## src/rtl/shift_pkg.sv

```systemverilog
package shift_pkg;
    localparam int OP_W = 3;

    typedef enum logic [OP_W-1:0] {
        OP_SWAP = 3'd0,
        OP_SLL  = 3'd1,
        OP_RLC  = 3'd2,
        OP_SLLC = 3'd3,
        OP_SLR  = 3'd4,
        OP_SAR  = 3'd5,
        OP_RRC  = 3'd6,
        OP_SARC = 3'd7
    } sh_op_e;

    typedef struct packed {
        logic s;
        logic z;
        logic c;
        logic o;
    } flags_t;

    typedef struct packed {
        logic       hit;
        sh_op_e     op;
        logic       twice;
        logic [1:0] sel;
    } sh_dec_t;
endpackage

```

## src/rtl/shift_decode.sv

```systemverilog
module shift_decode
    import shift_pkg::*;
#(
    parameter int INSTR_W = 10,
    parameter int SEL_W   = 2
) (
    input  logic               valid,
    input  logic [INSTR_W-1:0] instr,
    output sh_dec_t            dec
);
    localparam int OP_LSB  = SEL_W + 1;
    localparam int TAG_LSB = OP_LSB + OP_W;
    localparam int TAG_W   = INSTR_W - TAG_LSB;
    localparam logic [TAG_W-1:0] GROUP_TAG = TAG_W'(1);

    always_comb begin
        dec.hit   = valid && (instr[INSTR_W-1:TAG_LSB] == GROUP_TAG);
        dec.op    = sh_op_e'(instr[TAG_LSB-1:OP_LSB]);
        dec.twice = instr[SEL_W];
        dec.sel   = instr[SEL_W-1:0];
    end
endmodule

```

## src/rtl/shift_core.sv

```systemverilog
module shift_core
    import shift_pkg::*;
#(
    parameter int DATA_W = 16
) (
    input  sh_op_e            op,
    input  logic              twice,
    input  logic [DATA_W-1:0] a,
    input  logic              c_in,
    input  logic              o_in,
    output logic [DATA_W-1:0] y,
    output flags_t            f
);
    localparam int HALF = DATA_W / 2;
    localparam int MSB  = DATA_W - 1;

    logic [DATA_W-1:0] lsh, rsh, ash;

    always_comb begin
        lsh = twice ? (a << 2) : (a << 1);
        rsh = twice ? (a >> 2) : (a >> 1);
        ash = twice ? DATA_W'($signed(a) >>> 2) : DATA_W'($signed(a) >>> 1);
    end

    always_comb begin
        y   = a;
        f.c = c_in;
        f.o = o_in;
        unique case (op)
            OP_SWAP: y = twice ? a : {a[HALF-1:0], a[MSB:HALF]};
            OP_SLL:  y = lsh;
            OP_SLR:  y = rsh;
            OP_SAR:  y = ash;
            OP_SLLC: begin
                y   = lsh;
                f.c = a[MSB];
                if (twice) f.o = a[MSB-1];
            end
            OP_SARC: begin
                y   = ash;
                f.c = a[0];
                if (twice) f.o = a[1];
            end
            OP_RLC: begin
                f.c = a[MSB];
                if (twice) begin
                    y   = {a[MSB-2:0], c_in, o_in};
                    f.o = a[MSB-1];
                end else begin
                    y   = {a[MSB-1:0], c_in};
                end
            end
            OP_RRC: begin
                f.c = a[0];
                if (twice) begin
                    y   = {o_in, c_in, a[MSB:2]};
                    f.o = a[1];
                end else begin
                    y   = {c_in, a[MSB:1]};
                end
            end
            default: y = a;
        endcase
        f.s = y[MSB];
        f.z = (y == '0);
    end
endmodule

```

## src/rtl/shift_swap_unit.sv

```systemverilog
module shift_swap_unit
    import shift_pkg::*;
#(
    parameter int DATA_W  = 16,
    parameter int INSTR_W = 10,
    parameter int SEL_W   = 2
) (
    input  logic               clk,
    input  logic               rst,
    input  logic               in_valid,
    input  logic [INSTR_W-1:0] in_instr,
    input  logic [DATA_W-1:0]  rf_rdata,
    input  logic               flag_c_in,
    input  logic               flag_o_in,
    output logic [SEL_W-1:0]   rf_raddr,
    output logic               wb_valid,
    output logic [SEL_W-1:0]   wb_idx,
    output logic [DATA_W-1:0]  wb_data,
    output logic               flag_s,
    output logic               flag_z,
    output logic               flag_c,
    output logic               flag_o
);
    localparam int HALF = DATA_W / 2;
    localparam int MSB  = DATA_W - 1;

    sh_dec_t           dec;
    logic [DATA_W-1:0] res;
    flags_t            nf;
    flags_t            fq;

    shift_decode #(.INSTR_W(INSTR_W), .SEL_W(SEL_W)) u_dec (
        .valid (in_valid),
        .instr (in_instr),
        .dec   (dec)
    );

    shift_core #(.DATA_W(DATA_W)) u_core (
        .op    (dec.op),
        .twice (dec.twice),
        .a     (rf_rdata),
        .c_in  (flag_c_in),
        .o_in  (flag_o_in),
        .y     (res),
        .f     (nf)
    );

    assign rf_raddr = in_instr[SEL_W-1:0];

    always_ff @(posedge clk) begin
        if (rst) begin
            wb_valid <= 1'b0;
            wb_idx   <= '0;
            wb_data  <= '0;
            fq       <= '0;
        end else begin
            wb_valid <= dec.hit;
            if (dec.hit) begin
                wb_idx  <= dec.sel;
                wb_data <= res;
                fq      <= nf;
            end
        end
    end

    assign flag_s = fq.s;
    assign flag_z = fq.z;
    assign flag_c = fq.c;
    assign flag_o = fq.o;

    logic in_group;
    assign in_group = in_valid && (in_instr[INSTR_W-1:6] == 4'b0001);


    accept_chk: assert property (@(posedge clk) disable iff (rst)
        in_group |=> wb_valid);


    reject_chk: assert property (@(posedge clk) disable iff (rst)
        !in_group |=> !wb_valid);


    index_chk: assert property (@(posedge clk) disable iff (rst)
        in_group |=> wb_idx == $past(in_instr[SEL_W-1:0]));


    swap_chk: assert property (@(posedge clk) disable iff (rst)
        (in_group && in_instr[5:2] == 4'b0000) |=>
            wb_data == {$past(rf_rdata[HALF-1:0]), $past(rf_rdata[MSB:HALF])});


    slr_chk: assert property (@(posedge clk) disable iff (rst)
        (in_group && in_instr[5:3] == 3'b100) |=>
            (!wb_data[MSB] && flag_c == $past(flag_c_in) && flag_o == $past(flag_o_in)));


    zero_chk: assert property (@(posedge clk) disable iff (rst)
        wb_valid |-> (flag_z == (wb_data == '0)) && (flag_s == wb_data[MSB]));
endmodule

```

## config.mk

```make
export PLATFORM = sky130hd
export DESIGN_NAME = shift_swap_unit
export DESIGN_NICKNAME = d
export VERILOG_FILES = /design/src/rtl/shift_pkg.sv /design/src/rtl/shift_decode.sv /design/src/rtl/shift_core.sv /design/src/rtl/shift_swap_unit.sv
export SDC_FILE = /design/constraint.sdc
export NUM_CORES = 1
export LEC_CHECK = 0
export CORE_MARGIN = 4
export CORE_UTILIZATION = 35
export DETAILED_ROUTE_END_ITERATION = 8
export DONT_BUFFER_PORTS = 1
export PLACE_DENSITY = 0.53
export REMOVE_ABC_BUFFERS = 1
export SKIP_CTS_REPAIR_TIMING = 1
export SLEW_MARGIN = 20
export SYNTH_ARGS = -nofsm -noshare
export SYNTH_HDL_FRONTEND = slang
export SYNTH_HIERARCHICAL = 1
export SYNTH_SLANG_ARGS = --single-unit
```

## constraint.sdc

```tcl
create_clock -name clk -period 4.29 [get_ports clk]
set_input_delay 0.858 -clock clk [delete_from_list [all_inputs] [get_ports clk]]
set_output_delay 0.858 -clock clk [all_outputs]
set_load 0.005 [all_outputs]
```

# Word level (Yosys, flattened, before mapping)

Cells that the tools add are included.

Memories kept: 0
Register bits: 23
Bits in latches: 0
Output and inout port bits: 25
Bits in writable memories: 0
Bits in read-only memories: 0

Shift operators: 0
Magnitude comparators: 0
Eq/ne operators: 8
Bitwise gates (word level): 0
Multipliers: 0
Add/subtract/negate cells: 0
Reduce and logical (&&, ||, !) cells: 7
Divide/modulo/power cells: 0
Muxes and demuxes: 10

Operators with widths:

| cell               | number |
|---|---|
| $pmux 16 s6        | 1 |
| $mux 16            | 4 |
| $logic_not 16->1   | 1 |
| $mux 15            | 1 |
| $mux 14            | 1 |
| $eq 3x3->1 const B | 4 |
| $reduce_or 2->1    | 4 |
| $eq 3x2->1 const B | 2 |
| $eq 4x1->1 const B | 1 |
| $pmux 2 s2         | 1 |
| $eq 3x1->1 const B | 1 |
| $logic_not 3->1    | 1 |
| $mux 1             | 2 |
| $logic_and 1x1->1  | 1 |

# Depth between registers and ports, before layout

Gate-level depths: netlist (run 1).

Word-level depth: 4
Depth in mapped cells: 11

# Cells and area by module

Netlist (run 1), hierarchy kept.

By module, submodules not included:

| module          | instances | area an instance (um^2) | cells each | seq. area each (um^2) |
|---|---|---|---|---|
| shift_core      | 1         | 919.6                   | 134        | 0.0 |
| shift_swap_unit | 1         | 844.6                   | 75         | 460.4 |
| shift_decode    | 1         | 61.3                    | 8          | 0.0 |

# Least setup slack after synthesis (run 1)

No wires, ideal clock.

Kind: in2reg
Start point: in in_instr[3]
End point: reg fq, in the netlist flag_z
Path buffers: 3
Data required time: 4226 ps
Stages: 10
Path slack: 1593 ps
Arrival time: 2633 ps
Cells stage by stage: buf_4 > buf_6 > or3_4 > buf_6 > o32a_1 > a32oi_1 > nand4_1 > nor4b_2 > mux2i_1 > nor2_1

RTL lines:

| what                 | line                  | RTL |
|---|---|---|
| from (decl)          | shift_swap_unit.sv:11 | `input logic [INSTR_W-1:0] in_instr,` |
| to (signal assigned) | shift_swap_unit.sv:61 | `fq <= nf;` |
| to (decl)            | shift_swap_unit.sv:30 | `flags_t fq;` |

==> results.cfg, run 1 <==
[setup_path]
ff2ff_path_depth = 2
cp_num_buf_inv = 0
cp_slowest_cell = or4_1
endpoint_kind = flop
crit_family = simple AND/OR/NAND/NOR gates
worstPathCellList = nor3_4 -> nand3_1 -> and3_1 -> or4_1 -> nor4b_2 -> mux2i_1 -> nor2_1
cp-start-kind = primary input
cpPeakStageDelay_ns = 0.54
r2r_end = flag_c
required_ns = 4.50
crit_fanout = 10
crit_arrival_ns = 2.53
rrSetupSlack_ns = 3.68
path_class = primary input to flop
rr_startpoint = flag_c

[routing]
vias_per_cell = 5.50
drtAntennaViolNets = 0
wl_per_cell_um = 17.5
drcViolationCount = 0
drtIter0Drc = 117
firstDrtPassIters = 4
wl_met2_um = 2020
wl_met1_um = 2130
route.met3.wl_um = 453
finalWirelength_um = 4680
routed.top_layer = met4
num_vias = 1474

[synth]
ys_types = 43
synth_warnings = 6
synth_area_leaders = dfxtp_1 (25%), mux2i_1 (19%), nor2_1 (5.6%), buf_4 (4.1%), nand2b_1 (3.8%)
synth-seq-cells = 23
postSynthCellCount = 217
ys_seq_area_share_pct = 25.2
synth-async-reset-ratio_pct = 0
synth_area_mm2 = 0.00183
yosysTopAreaCell = dfxtp_1
synth.top_cell.area_share_pct = 25.2
ys.flop_type = dfxtp_1
avgSynthCellArea_um2 = 8.41
synth_edf_count = 0

[timing]
min_period_over_period_pct = 54.1
skew_ns = 0
worst_pin_slew_ns = 0.447
setup-tns-final_ns = 0
relSlewSlack_pct = 70.1
setup_viol = 0
clock.fmax_ghz = 0.431
hold_ws_ns = 0.529
period_minus_slack_ns = 2.32
hold_viol = 0
drv_slew = 0
rsz0062_at_grt = no

[global_routing]
grt_first_pass_wirelength_um = 7350
grt.total_usage_pct = 14.6
grt_max_degree = 51
grt-ovfl-total = 0
antenna_found_initial = 0
grt_pass1_vias = 1370

[min_path]
hp-start = wb_idx[1]
whs_endpoint = wb_idx[1]
min_path_cells = 2
worstHoldPathType = flop to flop

[power]
max-vdd-ir-drop_v = 0.0000856
leakage_uw = 0.000620
power_density_mw_per_mm2 = 249

[clocking]
clk_pin_slew_worst_paths_ns = 0.08
cts_tree = built
insertion_delay_ns = 0.27
clkSinkCount = 23
cts_made_buffers = 3
root_buffer = clkbuf_8
htreeDepth = 1
clock_path_buffers = 2

[floorplanning]
dieHeight_um = 80.2
start_util_pct = 36.0
coreArea_mm2 = 0.00507
dieArea_mm2 = 0.00644
num_rows = 26
fp.dieW_um = 80.2
io_pins = 56

[run_status]
status = complete, no violations

[layout]
fin_area_mm2 = 0.00179
num-fill-cells = 562
area_growth_pct = -2.19
final_util_pct = 35.2
drive_gt1_share_pct = 9.60
antenna_cells_inserted = 0
nNetsFinal = 230
final_cells = 268

[placed_design]
place_area_mm2 = 0.00174
dp.cells = 264
dpl.hpwl_um = 3530
io_buffers = 0
gp_congestion = 0.789

[flow_run]
cap_violations = 0
==> per-stage QoR <==
step | power, µW | worst slack (ns)
floorplan | 295 | 1.09
global placement | 313 | 1.75
detailed placement | 311 | 1.73
CTS | 453 | 2.00
global route | 471 | 1.88
finish | 445 | 1.97
==> synthesized netlist by cell type (all sizes together) (2+ instances only) <==
| master | number |
|---|---|
| a211oi | 4 |
| or2 | 3 |
| dfxtp | 23 |
| and3 | 3 |
| a32o | 2 |
| buf | 22 |
| mux2i | 35 |
| inv | 2 |
| o21bai | 3 |
| a32oi | 4 |
| nor2b | 4 |
| o22ai | 3 |
| o221ai | 2 |
| mux2 | 3 |
| nor3 | 2 |
| nand2 | 13 |
| a31oi | 3 |
| nand2b | 11 |
| nor2 | 27 |
| and2 | 8 |
| nand3b | 2 |
| o21a | 2 |
| a21oi | 9 |
| nand4 | 2 |
| clkbuf | 2 |
| nand3 | 12 |
==> routing by layer <==
| metal | global-route usage (%) | up-vias |
|---|---|---|
| met5 | 0 | - |
| met4 | 5.91 | 0 |
| met3 | 5.27 | 7 |
| met2 | 20.0 | 46 |
| met1 | 20.3 | 682 |
| li1 | - | 739 |
==> report_power, final <==
part	internal, µW	leakage [µW]	switching [µW]
clock network	65.0	0.0000255	72.2
registers	216	0.000186	2.08
logic	46.0	0.000409	43.5
==> cells by family (layout without fill, tap and decap cells) <==
| kind of cell | Yosys count | in the layout | share of synthesized area, % |
|---|---|---|---|
| compound gates | 38 | 38 | 14.9 |
| buf+inv | 26 | 7 | 10.8 |
| flops | 23 | 23 | 25.2 |
| mux | 39 | 39 | 22.3 |
| simple gates | 91 | 91 | 26.7 |
==> worst max path at each step <==
stage | from | to | slack, ns | cells past startpoint
final | in_instr[3] | flag_z | 1.97 | 7
after global routing | in_instr[3] | flag_z | 1.88 | 7
after CTS | in_instr[3] | flag_z | 2.00 | 7
after global placement | in_instr[3] | flag_z | 1.75 | 7
after floorplan | in_instr[9] | flag_c | 1.09 | 3
after detailed placement | in_instr[3] | flag_z | 1.73 | 7
==> layout by cell type, fill, tap and decap left out, drive strengths merged, types with 2 or more instances in the layout <==
master	n
a21oi	9
nor3	2
and2	8
mux2i	35
dfxtp	23
nor2b	4
o21bai	3
clkbuf	3
o21a	2
nand2	13
inv	2
o22ai	3
mux2	3
nand3b	2
a32o	2
nand2b	11
nor2	27
nand3	12
a211oi	4
nand4	2
a32oi	4
and3	3
o221ai	2
or2	3
a31oi	3
==> cell type report <==
| type | count | area [µm²] | area share, % |
|---|---|---|---|
| clock inverters | 1 | 5.00 | 0.280 |
| inverters | 2 | 7.51 | 0.420 |
| repair buffers | 1 | 7.51 | 0.420 |
| multi-input cells | 168 | 1180 | 65.9 |
| well taps | 70 | 87.6 | 4.91 |
| clock buffers | 3 | 41.3 | 2.31 |
| flip-flops and latches | 23 | 460 | 25.8 |
==> registers in the layout (all words and copies together), names as in the netlist <==
name and count:
flag_s 1, wb_valid 1, flag_c 1, wb_data 16, flag_z 1, wb_idx 2
flag_o 1
==> worst reg2reg max path, delay by kind of cell, from the launching register on <==
family / cells / cell delay, ns
flip-flops: 1 / 0.33
AND/OR/NAND/NOR: 1 / 0.05
multiplexers: 1 / 0.13
Note: power is estimated with default switching activity, not from simulation.
==> inputs of run 2 (changes only) <==
- clock period: 4.29 -> 2.3 ns (I/O delays scaled with it)
==> results.cfg, run 2 (same netlist as run 1, synthesis figures left out) <==
[timing]
rsz0062_at_grt = no
skew_ns = 0
drv_slew = 0
setup_viol = 0
worst_pin_slew_ns = 0.466
setup_ws_ns = 0.433
relSlewSlack_pct = 68.8
hold_viol = 0
min_period_over_period_pct = 81.2
period_minus_slack_ns = 1.87
clock.fmax_ghz = 0.536

[setup_path]
cpPeakStageDelay_ns = 0.42
cp_slowest_cell = or3_4
path_class = primary input to flop
required_ns = 2.51
cp-start-kind = primary input
rr_startpoint = flag_o
crit_fanout = 10
endpoint_kind = flop
ff2ff_path_depth = 2
rrSetupSlack_ns = 1.67
crit_family = simple AND/OR/NAND/NOR gates
r2r_end = flag_o
cp_num_buf_inv = 0
crit_arrival_ns = 2.07
worstPathCellList = or3_4 -> o32a_1 -> a32oi_1 -> nand4_1 -> nor4b_2 -> mux2i_1 -> nor2_1

[min_path]
hp-start = rst
min_path_cells = 1
worstHoldPathType = primary input to flop
whs_endpoint = flag_s

[clocking]
root_buffer = clkbuf_8
clkSinkCount = 23
cts_tree = built
clk_pin_slew_worst_paths_ns = 0.08
insertion_delay_ns = 0.26
clock_path_buffers = 2
cts_made_buffers = 3
htreeDepth = 1

[layout]
nNetsFinal = 231
reg_top3 = wb_data (16), wb_idx (2)
top_register = wb_data
final_util_pct = 35.6
largest_register_ffs = 16
area_growth_pct = -1.17
final_common_cell = mux2i_1
drive_gt1_share_pct = 9.55
antenna_cells_inserted = 0
final_cells = 269
mostFrequentLayoutCells = mux2i_1 (35), nor2_1 (27), dfxtp_1 (23)

[routing]
num_vias = 1472
drtIter0Drc = 145
wl_per_cell_um = 17.8
finalWirelength_um = 4790
vias_per_cell = 5.47
drtAntennaViolNets = 0
drcViolationCount = 0
firstDrtPassIters = 4

[power]
p_sw_uw = 215
clkPwrFrac_pct = 30.6
leakage_uw = 0.000626
max-vdd-ir-drop_v = 0.000160
power.share.switching_pct = 25.9
power_density_mw_per_mm2 = 459
internal-power_uw = 614
seqPwrFrac_pct = 49.1
p_comb_share_pct = 20.3
power_uw = 829

[flow_run]
cap_violations = 0

[global_routing]
grt_max_degree = 51
grt_first_pass_wirelength_um = 7620
grt-ovfl-total = 0
antenna_found_initial = 0
grt.total_usage_pct = 15.2
grt_pass1_vias = 1395

[placed_design]
dp_slack_ns = 0.147
dp.cells = 265
gp_congestion = 0.829
io_buffers = 0
dpl.hpwl_um = 3640

[floorplanning]
start_util_pct = 36.0
dieArea_mm2 = 0.00644
dieHeight_um = 80.2
io_pins = 56
coreArea_mm2 = 0.00507
fp.dieW_um = 80.2
num_rows = 26

[run_status]
status = complete, no violations
-- run 2: final cells by class --
class | count | area [µm²]
clock buffers | 4 | 45.0
fillers | 557 | 3270
inverters | 2 | 7.51
multi-input cells | 168 | 1180
flip-flops and latches | 23 | 460
well taps | 70 | 87.6
repair buffers | 2 | 27.5
-- run 2: routing by layer --
layer / global-route usage [%] / up-vias / share of wire, %
met5: 0 / - / 0
met4: 5.24 / 0 / 0.84
met3: 5.04 / 2 / 10
met2: 21.6 / 49 / 44
met1: 21.3 / 685 / 45
li1: - / 736 / -
-- run 2: worst register-to-register path, cell delays in order, from the launching register on --
cell     delay (ns)
dfxtp_1        0.34
mux2i_1        0.14
nor2_1         0.05
-- run 2: stage by stage --
| step | setup TNS [ns] | cell area, µm² | hold slack [ns] |
|---|---|---|---|
| finish | 0 | 1800 | 0.255 |
| floorplan | -11.39 | 1640 | 0.485 |
| global placement | 0 | 1760 | 0.512 |
| CTS | 0 | 1800 | 0.246 |
| detailed placement | 0 | 1760 | 0.520 |
| global route | 0 | 1800 | 0.228 |
-- run 2: worst max-delay path by stage --
stage / end / cells after the start / start / slack (ns)
2_1_floorplan: flag_c / 3 / in_instr[9] / -0.50
3_3_place_gp: flag_z / 7 / in_instr[3] / 0.21
3_5_place_dp: flag_z / 7 / in_instr[3] / 0.15
4_1_cts: flag_z / 7 / in_instr[3] / 0.44
5_1_grt: flag_z / 7 / in_instr[3] / 0.36
6_report: flag_z / 7 / in_instr[3] / 0.43
-- run 2: power groups by stage --
stage | registers, µW | logic (µW) | clock network (µW)
floorplan | 415 | 135 | 0
global placement | 417 | 169 | 0
detailed placement | 417 | 166 | 0
CTS | 407 | 168 | 272
global route | 408 | 187 | 299
finish | 407 | 169 | 253
==> inputs of run 3 (changes only) <==
- ABC_AREA: default -> 1
- PLACE_DENSITY: 0.53 -> 0.55
- clock period: 2.3 -> 1.6 ns (I/O delays scaled with it)
==> results.cfg, run 3 <==
[run_status]
status = complete, no violations

[synth]
yosys-top-cells-count = nand2_1 (142), inv_1 (64), nor2_1 (64)
ys_seq_area_share_pct = 23.2
synth.top_cell.area_share_pct = 26.9
synth_area_mm2 = 0.00198
synth_edf_count = 0
ys_types = 25
yosysTopAreaCell = nand2_1
synth-async-reset-ratio_pct = 0
yosysMostFrequentCell = nand2_1
synth-seq-cells = 23
synth_area_leaders = nand2_1 (27%), dfxtp_1 (23%), inv_1 (12%), nor2_1 (12%), nand3_1 (8.8%)
postSynthCellCount = 372
avgSynthCellArea_um2 = 5.33
ys.flop_type = dfxtp_1
synth_warnings = 6

[setup_path]
rrSetupSlack_ns = 1.02
path_class = primary input to flop
rr_startpoint = wb_data[5]
cp-endpoint = flag_z
required_ns = 1.80
ff2ff_path_depth = 2
crit_path_start = in_instr[2]
crit_fanout = 24
r2r_end = wb_data[5]
crit_arrival_ns = 1.56
endpoint_kind = flop
cp-start-kind = primary input

[layout]
drive_gt1_share_pct = 5.03
final_util_pct = 36.0
reg_top3 = wb_data (16), wb_idx (2)
top_register = wb_data
area_growth_pct = -0.126
nNetsFinal = 390
final_common_cell = nand2_1
antenna_cells_inserted = 0
largest_register_ffs = 16
mostFrequentLayoutCells = nand2_1 (142), nor2_1 (64), inv_1 (64)

[timing]
setup_viol = 0
hold_ws_ns = 0.121
drv_slew = 0
skew_ns = 0
setup-tns-final_ns = 0
relSlewSlack_pct = 77.6
period_minus_slack_ns = 1.35
min_period_over_period_pct = 84.6
rsz0062_at_grt = no
clock.fmax_ghz = 0.739
worst_pin_slew_ns = 0.335
hold_viol = 0

[global_routing]
antenna_found_initial = 0
grt-ovfl-total = 0
grt.total_usage_pct = 15.0
grt_max_degree = 46
grt_pass1_vias = 1903
grt_first_pass_wirelength_um = 8800

[routing]
firstDrtPassIters = 5
drcViolationCount = 0
drtAntennaViolNets = 0
vias_per_cell = 4.66
drtIter0Drc = 139
num_vias = 2002
finalWirelength_um = 5110
wl_per_cell_um = 11.9

[clocking]
clkSinkCount = 23
cts_tree = built
clk_pin_slew_worst_paths_ns = 0.08
insertion_delay_ns = 0.26
htreeDepth = 1
root_buffer = clkbuf_8
cts_made_buffers = 3
clock_path_buffers = 2

[floorplanning]
start_util_pct = 36.0
coreArea_mm2 = 0.00551
fp.dieW_um = 83.3
io_pins = 56
num_rows = 27
dieHeight_um = 83.3
dieArea_mm2 = 0.00693

[power]
power_density_mw_per_mm2 = 645
max-vdd-ir-drop_v = 0.000375
power_uw = 1280
leakage_uw = 0.00113

[flow_run]
cap_violations = 0

[placed_design]
dpl.hpwl_um = 3910
io_buffers = 0
gp_congestion = 0.951

[min_path]
worstHoldPathType = primary input to flop
## run 3: per-stage QoR
stage          worst slack (ns)  std cells  cell area, µm²
3_3_place_gp            -0.0429        426            1930
4_1_cts                   0.222        430            1980
5_1_grt                  0.0219        430            1980
3_5_place_dp            -0.0584        426            1930
6_report                  0.246        430            1980
2_1_floorplan           -0.0379        350            1800
## run 3: area by class of cell
type	instances	area, µm²
repair buffers	4	42.5
clock buffers	4	45.0
flip-flops and latches	23	460
inverters	67	259
multi-input cells	260	1080
fillers	633	3530
well taps	72	90.1
## run 3: worst max-delay path, cell delays in order
cell and delay [ns]:
clkinv_2 0.20, nor2_1 0.22, nor2_1 0.06, nand2_1 0.05
nand3_1 0.06, nand2_1 0.14, nand2_1 0.07, nor2_1 0.08
nand2_1 0.06, nor2_1 0.09, inv_1 0.04, nand2_1 0.04
nand2_1 0.04, nor2_1 0.08
## run 3: routing by layer
layer / GRT usage, % / up-vias / part of all wire, %
met1: 19.2 / 854 / 45
met5: 0 / - / 0
li1: - / 1056 / -
met2: 24.3 / 82 / 43
met3: 4.56 / 10 / 8.7
met4: 4.46 / 0 / 2.6
## run 3: logic make-up (layout without fill, tap and decap cells)
family                 after synthesis  in the layout  synth area share [%]
buffers and inverters               89             75                  22.4
flip-flops                          23             23                  23.2
AO/OA/AOI/OAI                        9              9                  2.71
AND/OR/NAND/NOR                    251            251                  51.7
## run 3: report_power, final
group          switching (µW)  internal (µW)  total (µW)
Sequential               8.99            584         593
Clock                     176            177         354
Combinational             218            114         331
## run 3: worst min-delay path by stage
stage | start | to | cells after the start
after floorplan | rst | wb_valid | 1
after global placement | rst | wb_valid | 1
after detailed placement | rst | wb_valid | 1
after CTS | rst | wb_valid | 1
after global routing | rst | wb_valid | 1
final | rst | wb_valid | 1
